File: config.mk
export PLATFORM = sky130hd
export DESIGN_NAME = cfg_spi_regs
export DESIGN_NICKNAME = d
export VERILOG_FILES = /design/src/rtl/cfgspi_pkg.sv /design/src/rtl/cfgspi_ctrl.sv /design/src/rtl/cfgspi_regs.sv /design/src/rtl/cfg_spi_regs.sv
export SDC_FILE = /design/constraint.sdc
export NUM_CORES = 1
export LEC_CHECK = 0
export ABC_AREA = 1
export BUFFER_PORTS_ARGS = -buffer_cell sky130_fd_sc_hd__buf_2
export CAP_MARGIN = 40
export CORE_MARGIN = 8
export CORE_UTILIZATION = 35
export DETAILED_ROUTE_END_ITERATION = 8
export PLACE_DENSITY = 0.55
export SETUP_SLACK_MARGIN = 0.1
export SYNTH_ARGS = -nofsm -noshare
export SYNTH_HDL_FRONTEND = slang
export SYNTH_SLANG_ARGS = --single-unit
File: constraint.sdc
create_clock -name clk -period 1.3 [get_ports clk]
set_input_delay 0.195 -clock clk [delete_from_list [all_inputs] [get_ports clk]]
set_output_delay 0.195 -clock clk [all_outputs]
set_load 0.01 [all_outputs]
File: src/rtl/cfgspi_pkg.sv
package cfgspi_pkg;

  localparam int DATA_W     = 8;
  localparam int ADDR_W     = 15;
  localparam int INSTR_BITS = ADDR_W + 1;
  localparam int FRAME_BITS = INSTR_BITS + DATA_W;
  localparam int CNT_W      = $clog2(FRAME_BITS + 1);
  localparam int NREG       = 5;

  localparam logic [ADDR_W-1:0] ID_ADDR     = 15'h0001;
  localparam logic [DATA_W-1:0] ID_VALUE    = 8'h50;
  localparam logic [ADDR_W-1:0] COMMIT_ADDR = 15'h00FF;
  localparam logic [DATA_W-1:0] COMMIT_VAL  = 8'h01;

  // Register slots inside the register file
  localparam int TEST_IDX  = 0;
  localparam int MODE_IDX  = 1;
  localparam int PHASE_IDX = 2;
  localparam int DELAY_IDX = 3;
  localparam int REF_IDX   = 4;

  typedef struct packed {
    logic              wrEn;
    logic [ADDR_W-1:0] addr;
    logic [DATA_W-1:0] data;
  } regStb_t;

  function automatic logic [ADDR_W-1:0] slotAddr(input int idx);
    case (idx)
      TEST_IDX:  return 15'h000D;
      MODE_IDX:  return 15'h0014;
      PHASE_IDX: return 15'h0016;
      DELAY_IDX: return 15'h0017;
      default:   return 15'h0018;
    endcase
  endfunction

  function automatic logic [DATA_W-1:0] slotMask(input int idx);
    case (idx)
      TEST_IDX:  return 8'h0F;
      MODE_IDX:  return 8'hFF;
      PHASE_IDX: return 8'hA0;
      DELAY_IDX: return 8'h80;
      default:   return 8'h0F;
    endcase
  endfunction

  function automatic logic refCodeOk(input logic [3:0] code);
    return (code == 4'd0) || ((code >= 4'd6) && (code <= 4'd10));
  endfunction

endpackage

File: src/rtl/cfgspi_ctrl.sv
module cfgspi_ctrl
  import cfgspi_pkg::*;
(
  input  logic              clk,
  input  logic              rstN,
  input  logic              spiSclk,
  input  logic              spiCsN,
  input  logic              spiMosi,
  output logic              spiMiso,
  output regStb_t           stb,
  output logic [ADDR_W-1:0] rdAddr,
  input  logic [DATA_W-1:0] rdData
);

  localparam logic [CNT_W-1:0] LAST_INSTR = CNT_W'(INSTR_BITS - 1);
  localparam logic [CNT_W-1:0] FIRST_DATA = CNT_W'(INSTR_BITS);
  localparam logic [CNT_W-1:0] LAST_BIT   = CNT_W'(FRAME_BITS - 1);
  localparam logic [CNT_W-1:0] FRAME_END  = CNT_W'(FRAME_BITS);

  logic [1:0] csS;
  logic [2:0] sclkS;
  logic [1:0] mosiS;

  logic csLow, sclkRise, sclkFall, mosiBit;

  logic [CNT_W-1:0]      bitCnt;
  logic [INSTR_BITS-2:0] shiftIn;
  logic                  rnwQ;
  logic [ADDR_W-1:0]     addrQ;
  logic [DATA_W-1:0]     txShift;
  logic                  txLoadPend;
  logic                  misoQ;

  always_ff @(posedge clk) begin
    if (!rstN) begin
      csS   <= '1;
      sclkS <= '0;
      mosiS <= '0;
    end else begin
      csS   <= {csS[0], spiCsN};
      sclkS <= {sclkS[1:0], spiSclk};
      mosiS <= {mosiS[0], spiMosi};
    end
  end

  assign csLow    = !csS[1];
  assign sclkRise = sclkS[1] && !sclkS[2];
  assign sclkFall = !sclkS[1] && sclkS[2];
  assign mosiBit  = mosiS[1];

  always_ff @(posedge clk) begin
    if (!rstN) begin
      bitCnt     <= '0;
      shiftIn    <= '0;
      rnwQ       <= 1'b0;
      addrQ      <= '0;
      txShift    <= '0;
      txLoadPend <= 1'b0;
      misoQ      <= 1'b0;
      stb        <= '0;
    end else begin
      stb.wrEn <= 1'b0;
      if (!csLow) begin
        bitCnt     <= '0;
        txLoadPend <= 1'b0;
        misoQ      <= 1'b0;
      end else begin
        if (sclkRise && (bitCnt < FRAME_END)) begin
          shiftIn <= {shiftIn[INSTR_BITS-3:0], mosiBit};
          bitCnt  <= bitCnt + 1'b1;
          if (bitCnt == LAST_INSTR) begin
            rnwQ       <= shiftIn[INSTR_BITS-2];
            addrQ      <= {shiftIn[ADDR_W-2:0], mosiBit};
            txLoadPend <= shiftIn[INSTR_BITS-2];
          end
          if ((bitCnt == LAST_BIT) && !rnwQ) begin
            stb.wrEn <= 1'b1;
            stb.addr <= addrQ;
            stb.data <= {shiftIn[DATA_W-2:0], mosiBit};
          end
        end
        if (txLoadPend) begin
          txShift    <= rdData;
          txLoadPend <= 1'b0;
        end
        if (sclkFall) begin
          if (rnwQ && (bitCnt >= FIRST_DATA) && (bitCnt < FRAME_END)) begin
            misoQ   <= txShift[DATA_W-1];
            txShift <= {txShift[DATA_W-2:0], 1'b0};
          end else begin
            misoQ <= 1'b0;
          end
        end
      end
    end
  end

  assign rdAddr  = addrQ;
  assign spiMiso = misoQ;


  miso_idle_chk: assert property (@(posedge clk) disable iff (!rstN)
    !csLow |=> !spiMiso);


  wr_needs_cs_chk: assert property (@(posedge clk) disable iff (!rstN)
    stb.wrEn |-> $past(csLow));


  bit_cnt_range_chk: assert property (@(posedge clk) disable iff (!rstN)
    bitCnt <= FRAME_END);


  wr_single_pulse_chk: assert property (@(posedge clk) disable iff (!rstN)
    stb.wrEn |=> !stb.wrEn);

endmodule

File: src/rtl/cfgspi_regs.sv
module cfgspi_regs
  import cfgspi_pkg::*;
(
  input  logic                         clk,
  input  logic                         rstN,
  input  regStb_t                      stb,
  input  logic [ADDR_W-1:0]            rdAddr,
  output logic [DATA_W-1:0]            rdData,
  output logic [NREG-1:0][DATA_W-1:0]  liveCfg
);

  logic [NREG-1:0][DATA_W-1:0] shadowQ;
  logic [NREG-1:0][DATA_W-1:0] liveQ;
  logic [NREG-1:0]             stageHit;
  logic                        commitHit;

  assign commitHit = stb.wrEn && (stb.addr == COMMIT_ADDR) && (stb.data == COMMIT_VAL);

  for (genvar i = 0; i < NREG; i++) begin : g_slot
    if (i == REF_IDX) begin : g_ref
      assign stageHit[i] = stb.wrEn && (stb.addr == slotAddr(i)) && refCodeOk(stb.data[3:0]);
    end else begin : g_plain
      assign stageHit[i] = stb.wrEn && (stb.addr == slotAddr(i));
    end
  end

  always_ff @(posedge clk) begin
    if (!rstN) begin
      shadowQ <= '0;
      liveQ   <= '0;
    end else begin
      for (int i = 0; i < NREG; i++) begin
        if (stageHit[i]) shadowQ[i] <= stb.data & slotMask(i);
      end
      if (commitHit) liveQ <= shadowQ;
    end
  end

  always_comb begin
    rdData = '0;
    if (rdAddr == ID_ADDR) rdData = ID_VALUE;
    for (int i = 0; i < NREG; i++) begin
      if (rdAddr == slotAddr(i)) rdData = liveQ[i];
    end
  end

  assign liveCfg = liveQ;


  commit_copy_chk: assert property (@(posedge clk) disable iff (!rstN)
    commitHit |=> (liveQ == $past(shadowQ)));


  live_hold_chk: assert property (@(posedge clk) disable iff (!rstN)
    !commitHit |=> $stable(liveQ));


  ref_code_legal_chk: assert property (@(posedge clk) disable iff (!rstN)
    refCodeOk(shadowQ[REF_IDX][3:0]) && refCodeOk(liveQ[REF_IDX][3:0]));


  phase_bits_chk: assert property (@(posedge clk) disable iff (!rstN)
    (liveQ[PHASE_IDX] & 8'h5F) == 8'h00);

endmodule

File: src/rtl/cfg_spi_regs.sv
module cfg_spi_regs
  import cfgspi_pkg::*;
(
  input  logic       clk,
  input  logic       rstN,
  input  logic       spiSclk,
  input  logic       spiCsN,
  input  logic       spiMosi,
  output logic       spiMiso,
  output logic [3:0] testModeSel,
  output logic [7:0] outModeCfg,
  output logic [1:0] numFormat,
  output logic       dataClkInvert,
  output logic       evenOddEn,
  output logic       clkDelayEn,
  output logic [3:0] refSelect
);

  regStb_t                     stb;
  logic [ADDR_W-1:0]           rdAddr;
  logic [DATA_W-1:0]           rdData;
  logic [NREG-1:0][DATA_W-1:0] liveCfg;

  cfgspi_ctrl u_ctrl (
    .clk     (clk),
    .rstN    (rstN),
    .spiSclk (spiSclk),
    .spiCsN  (spiCsN),
    .spiMosi (spiMosi),
    .spiMiso (spiMiso),
    .stb     (stb),
    .rdAddr  (rdAddr),
    .rdData  (rdData)
  );

  cfgspi_regs u_regs (
    .clk     (clk),
    .rstN    (rstN),
    .stb     (stb),
    .rdAddr  (rdAddr),
    .rdData  (rdData),
    .liveCfg (liveCfg)
  );

  assign testModeSel   = liveCfg[TEST_IDX][3:0];
  assign outModeCfg    = liveCfg[MODE_IDX];
  assign numFormat     = liveCfg[MODE_IDX][1:0];
  assign dataClkInvert = liveCfg[PHASE_IDX][7];
  assign evenOddEn     = liveCfg[PHASE_IDX][5];
  assign clkDelayEn    = liveCfg[DELAY_IDX][7];
  assign refSelect     = liveCfg[REF_IDX][3:0];

endmodule

# Yosys cells after proc, flatten, opt, wreduce, memory -nomap -nowiden
# Cells that the tools add are included.
# word_totals
register_bits,157
latch_bits,0
ram_bits,0
mem_bits_ro,0
input_bits,5
wordCells,99
n_memories,0
# classes
add_sub_neg,1
multipliers,0
div,0
magnitude_cmp,4
eq_ne,15
shifts,0
muxes,21
bitwise,9
reduce_logical,26
# ops
cell,n
$mux 8,18
$eq 15x5->1 const B,8
$and 8x8->8,5
$eq 15x4->1 const B,2
$mux 24,1
$eq 15x1->1 const B,1
$eq 15x8->1 const B,1
$logic_and 1x1->1,15
$eq 8x1->1 const B,1
$mux 7,1
$reduce_and 3->1,2
$add 5x1->5 const B,1
$eq 5x4->1 const B,1
$eq 5x5->1 const B,1
$ge 5x5->1 const B,1
$lt 5x5->1 const B,1
$reduce_or 5->1,1
$ge 4x3->1 const B,1
$le 4x4->1 const B,1
$logic_not 4->1,1
$not 1->1,4
$logic_not 1->1,3
$reduce_or 3->1,1
$reduce_and 2->1,1
other kinds (3),3

# Depth between registers and ports, before layout
# depth
ltp_word,10
depth_mapped,11
mapped_depth_nobuf,11

# By module
# Synthesis repeated with hierarchy kept, for this count alone.
# unflattened
hier_cells,796
hier_area_um2,5406.4
# modules_own_cells
mod,n_inst,cells_per_inst,area_each_um2,seq_area_each_um2
cfgspi_ctrl,1,436,3096.7,1541.5
cfgspi_regs,1,358,2294.7,760.7
cfg_spi_regs,1,2,15.0,0.0

# Worst setup path before layout
# Ideal clock, no wire load.
# synth_path
path_kind,register -> register
start,reg u_ctrl.bitCnt[0]
end,"reg u_ctrl.addrQ[3], in the netlist u_ctrl.rdAddr[3]"
setup_time_ps,122
t_arrival_ps,1265
required_time_ps,1178
slack_ps,-86
path_stages_with_launch,9
n_path_buf,2
cell_sequence,dfxtp_1 -> ha_1 -> inv_1 -> nor3_1 -> ha_1 -> nand2_1 -> buf_2 -> buf_2 -> a21oi_1
# synth_via
elab_chain_cells,3
elab_cells_between_ends,4
cone_classes,1 x order compare; 1 x eq/ne; 2 x reduce/logical
# synth_lines
item,line_no,source
"start, declared",cfgspi_ctrl.sv:26,logic [CNT_W-1:0] bitCnt;
"start signal, assigned",cfgspi_ctrl.sv:70,bitCnt <= bitCnt + 1'b1;
$lt 5x5->1,cfgspi_ctrl.sv:68,if (sclkRise && (bitCnt < FRAME_END)) begin
$logic_and 1x1->1,cfgspi_ctrl.sv:68,
$reduce_and 3->1 (no source line) (*),--,
"end signal, assigned",cfgspi_ctrl.sv:73,"addrQ <= {shiftIn[ADDR_W-2:0], mosiBit};"
"end, declared",cfgspi_ctrl.sv:29,logic [ADDR_W-1:0] addrQ;
# Every way passes the cells marked *; elsewhere a longest branch is shown, timed or not.
# A chain may end at the register's enable or synchronous reset.

# Worst setup path after layout
# layout_path
start,reg u_ctrl.stb[16] (netlist name)
end,reg u_regs.liveQ (netlist bit u_regs.liveCfg[13])
# layout_via
elab_chain_cells,3
# layout_lines
item,line_no,source
$eq 15x8->1,cfgspi_regs.sv:17,assign commitHit = stb.wrEn && (stb.addr == COMMIT_ADDR) && (stb.data == COMMIT_VAL);
$logic_and 1x1->1 (2 in a row),cfgspi_regs.sv:17,
"end signal, assigned",cfgspi_regs.sv:35,if (commitHit) liveQ <= shadowQ;
"end, declared",cfgspi_regs.sv:13,logic [NREG-1:0][DATA_W-1:0] liveQ;
# Every way passes these cells.

==> flow_summary.ini <==
[detailed_routing]
num_vias = 4624
maxUsedRoutingLayer = met4
avgRoutedWirePerCell_um = 14.6
wl_met2_um = 6860
m1WireLength_um = 6070
viasPerCell = 4.90
drc = 0
dr.pass1.iters = 4
drt_first_iter_violations = 227
ant_nets = 0
wl_um = 13800
dr_wl_met3_um = 584

[sta]
max_freq_ghz = 0.653
slew_violations = 0
layout_min_cycle_time_ps = 1530
setup_viol = 95
rsz0062_at_grt = true
tns_ps = -13690
min_period_over_period = 1.18
relSlewSlack = 0.763
timing_hold_violations_final = 0
whs_ps = 222
fin_skew_ps = 8.15
tightest_slew_ps = 353
fin_ws_ps = -231

[synthesis]
synth_edf_count = 0
postSynthCellCount = 615
syn_avg_cell_area_um2 = 7.58
synth-async-reset-ratio = 0
synthMuxAreaShare = 0
syn_nets = 622
synth_top_family_by_area = compound AO/OA/AOI/OAI gates
yosysUniqueCellTypes = 32
synth-xor-area-share = 0
synth_compound_area_frac = 0.205
yosys_warnings = 0
yosys.area_share.simple = 0.201
synthFlopType = dfxtp_1
synth.cell_area_um2 = 4660
synth-seq-area-share = 0.494
synthAdderAreaFrac = 0.00537
ys_ff_latch = 115

[cells_and_area]
area.sequential_um2 = 2330
drive_gt1_frac = 0.452
multiInputGateArea_um2 = 2610
final_cell_area_um2 = 7510
antenna-diode-count = 0
num-fill-cells = 1116
nets = 761
syn_to_final_growth_pct = 61.1

[setup_path]
start_kind = flip-flop
critPathBufInv = 2
r2r_cells = 8
critical_path_class = reg -> reg
path_max_fanout = 12
cp.required_ps = 1640
slowest_delay_ps = 310
cp_common_cell = nor2_1
worst_ep_arrival_time_ps = 1870
crit_slowest_cell = dfxtp_2
regToRegSetupSlack_ps = -230
setup.worst_path.end_class = flip-flop
critical_path.cell_chain = nor2_1 -> nand4_1 -> nor2_1 -> nand2_2 -> inv_4 -> clkbuf_16 -> o21ai_1 -> a21oi_1
critPathLaunch = u_ctrl.stb[16]$_SDFFE_PN0P_
cp_top_family = simple AND/OR/NAND/NOR gates
r2r_end = u_regs.liveCfg[13]$_SDFFE_PN0P_
timing.rr.start = u_ctrl.stb[16]$_SDFFE_PN0P_

[die]
die-area_um2 = 17300
io_pins = 27
die_h_um = 131
rows = 42
initial_core_util = 0.355
core_um2 = 13100
die_w_um = 131

[global_route]
grt_pass1_vias = 4392
antenna_found_initial = 0
overflow = 0
grt_use_total = 0.151
grt_max_degree = 69
grt_pass1_wl_um = 21200

[clock_network]
worstSkewPairLatency_ps = 410
cts_tree = yes
clock_tree.buffer_depth = 2
htreeDepth = 4
cts_sinks = 115
cts_buffers = 17
path_clk_slew_ps = 50
cts-root-buf = clkbuf_16

[place]
io_buffers = 26
place_congestion = 0.837
dp.final_hpwl_um = 8920
placed_cell_area_um2 = 5710

[power]
seqPwrFrac = 0.425
power_switching_mw = 1.72
p_comb_frac = 0.026
p_int_mw = 6.63
p_clk_frac = 0.549
p_leak_nw = 3.01
powerDensity_nw_per_um2 = 1110
swShare = 0.206
peakVddDrop_v = 0.000883

[min_path]
hold_path_class = in -> reg
hold_path_end = u_regs.liveCfg[12]$_SDFFE_PN0P_
hold_depth = 4
min_from = rstN

[outcome]
violations = negative setup slack
outcome = complete, but fails checks

[flow_run]
cap_violations = 0
what timing repair did:
action / CTS / global route
gates cloned: 2 / 8
hold buffers: 3 / 0
setup endpoints to repair: 103 / 111
buffers inserted: 9 / 14
resized for setup: 140 / 113
hold endpoints to repair: 3 / 0
pin swaps: 43 / 52
cells by family (layout without fill, tap and decap cells):
kind of cell	count (synthesis)	in the layout
flip-flops	115	115
buffers and inverters	103	254
adder cells (fa/ha/maj)	2	2
AND/OR/NAND/NOR	207	208
AO/OA/AOI/OAI	188	188
power groups by stage:
stage	clock [mW]	sequential, mW	combinational [mW]
after floorplan	0	3.62	0.102
after global placement	0	3.62	0.150
after detailed placement	0	3.62	0.153
after CTS	4.67	3.55	0.183
after global routing	4.86	3.55	0.232
final	4.59	3.55	0.214
metal layers:
metal | vias up | track usage
li1 | 2333 | -
met1 | 2172 | 0.174
met2 | 96 | 0.252
met3 | 23 | 0.0454
met4 | 0 | 0.0664
met5 | - | 0
cells in the final DEF (no fill, tap or decap), types with 5 or more instances in the layout:
cell / Yosys / final
a21oi_1: 84 / 46
a21oi_2: 0 / 38
buf_12: 0 / 8
buf_2: 8 / 26
buf_4: 7 / 66
buf_6: 2 / 35
clkbuf_16: 0 / 23
dfxtp_1: 115 / 94
dfxtp_2: 0 / 21
inv_1: 66 / 61
inv_2: 7 / 6
inv_4: 1 / 5
nand2_1: 72 / 58
nand2_2: 1 / 10
nand3_1: 35 / 13
nand3_2: 1 / 15
nand3_4: 0 / 8
nand4_1: 9 / 9
nor2_1: 67 / 57
nor2_2: 5 / 9
nor2_4: 2 / 8
o21ai_0: 88 / 19
o21ai_1: 10 / 49
o21ai_2: 0 / 24
o21ai_4: 0 / 6
through the flow:
stage / power, mW / worst slack [ps] / utilization / instances
finish: 8.35 / -231 / 0.571 / 943
global route: 8.65 / -372 / 0.571 / 943
CTS: 8.40 / -191 / 0.520 / 923
detailed placement: 3.78 / -217 / 0.434 / 877
global placement: 3.77 / -202 / 0.434 / 877
floorplan: 3.72 / -55.4 / - / 615
sequential cells by signal, indices dropped and copies added (netlist names):
register / cells
u_ctrl.mosiS: 2
u_ctrl.shiftIn: 15
u_ctrl.txLoadPend: 1
u_ctrl.rdAddr: 15
u_ctrl.csS: 2
u_ctrl.sclkS: 3
u_regs.shadowQ: 19
u_ctrl.spiMiso: 1
u_regs.liveCfg: 19
u_ctrl.stb: 24
u_ctrl.txShift: 8
u_ctrl.rnwQ: 1
u_ctrl.bitCnt: 5
worst register-to-register path, stage by stage (launching register included):
cell and delay, ps:
dfxtp_2 310, nor2_1 90, nand4_1 250, nor2_1 210, nand2_2 120, inv_4 100, clkbuf_16 160, o21ai_1 70
a21oi_1 140
synth_stat cells (2+ instances only):
master	n	area, um^2
nand4_1	9	56.3
o21ai_1	10	50.1
nand2_1	72	270
clkbuf_1	12	45.0
buf_2	8	40.0
nor2_4	2	22.5
or2_2	2	12.5
buf_4	7	52.6
a21oi_1	84	420
buf_6	2	22.5
a21o_1	3	22.5
inv_1	66	248
inv_2	7	26.3
nor2_1	67	251
ha_1	2	25.0
o21ai_0	88	440
nor3_1	5	25.0
nor4_1	3	18.8
dfxtp_1	115	2300
nor2_2	5	31.3
nand3_1	35	175
area by class of cell:
type                       instances  area share
multi-input combinational        398       0.348
tap                              176      0.0293
clock inverter                     9      0.0137
inverter                          74      0.0410
sequential                       115       0.310
timing repair buffer             148       0.193
clock buffer                      23      0.0650
worst max path at each step:
stage / endpoint / slack, ps / cells after the start
floorplan: u_ctrl.stb[21]$_SDFFE_PN0P_ / -60 / 9
global placement: u_ctrl.stb[21]$_SDFFE_PN0P_ / -200 / 9
detailed placement: u_ctrl.stb[21]$_SDFFE_PN0P_ / -220 / 9
CTS: u_ctrl.stb[21]$_SDFFE_PN0P_ / -190 / 9
global route: u_regs.liveCfg[13]$_SDFFE_PN0P_ / -370 / 8
finish: u_regs.liveCfg[13]$_SDFFE_PN0P_ / -230 / 8
(Power assumes the default switching activity.)
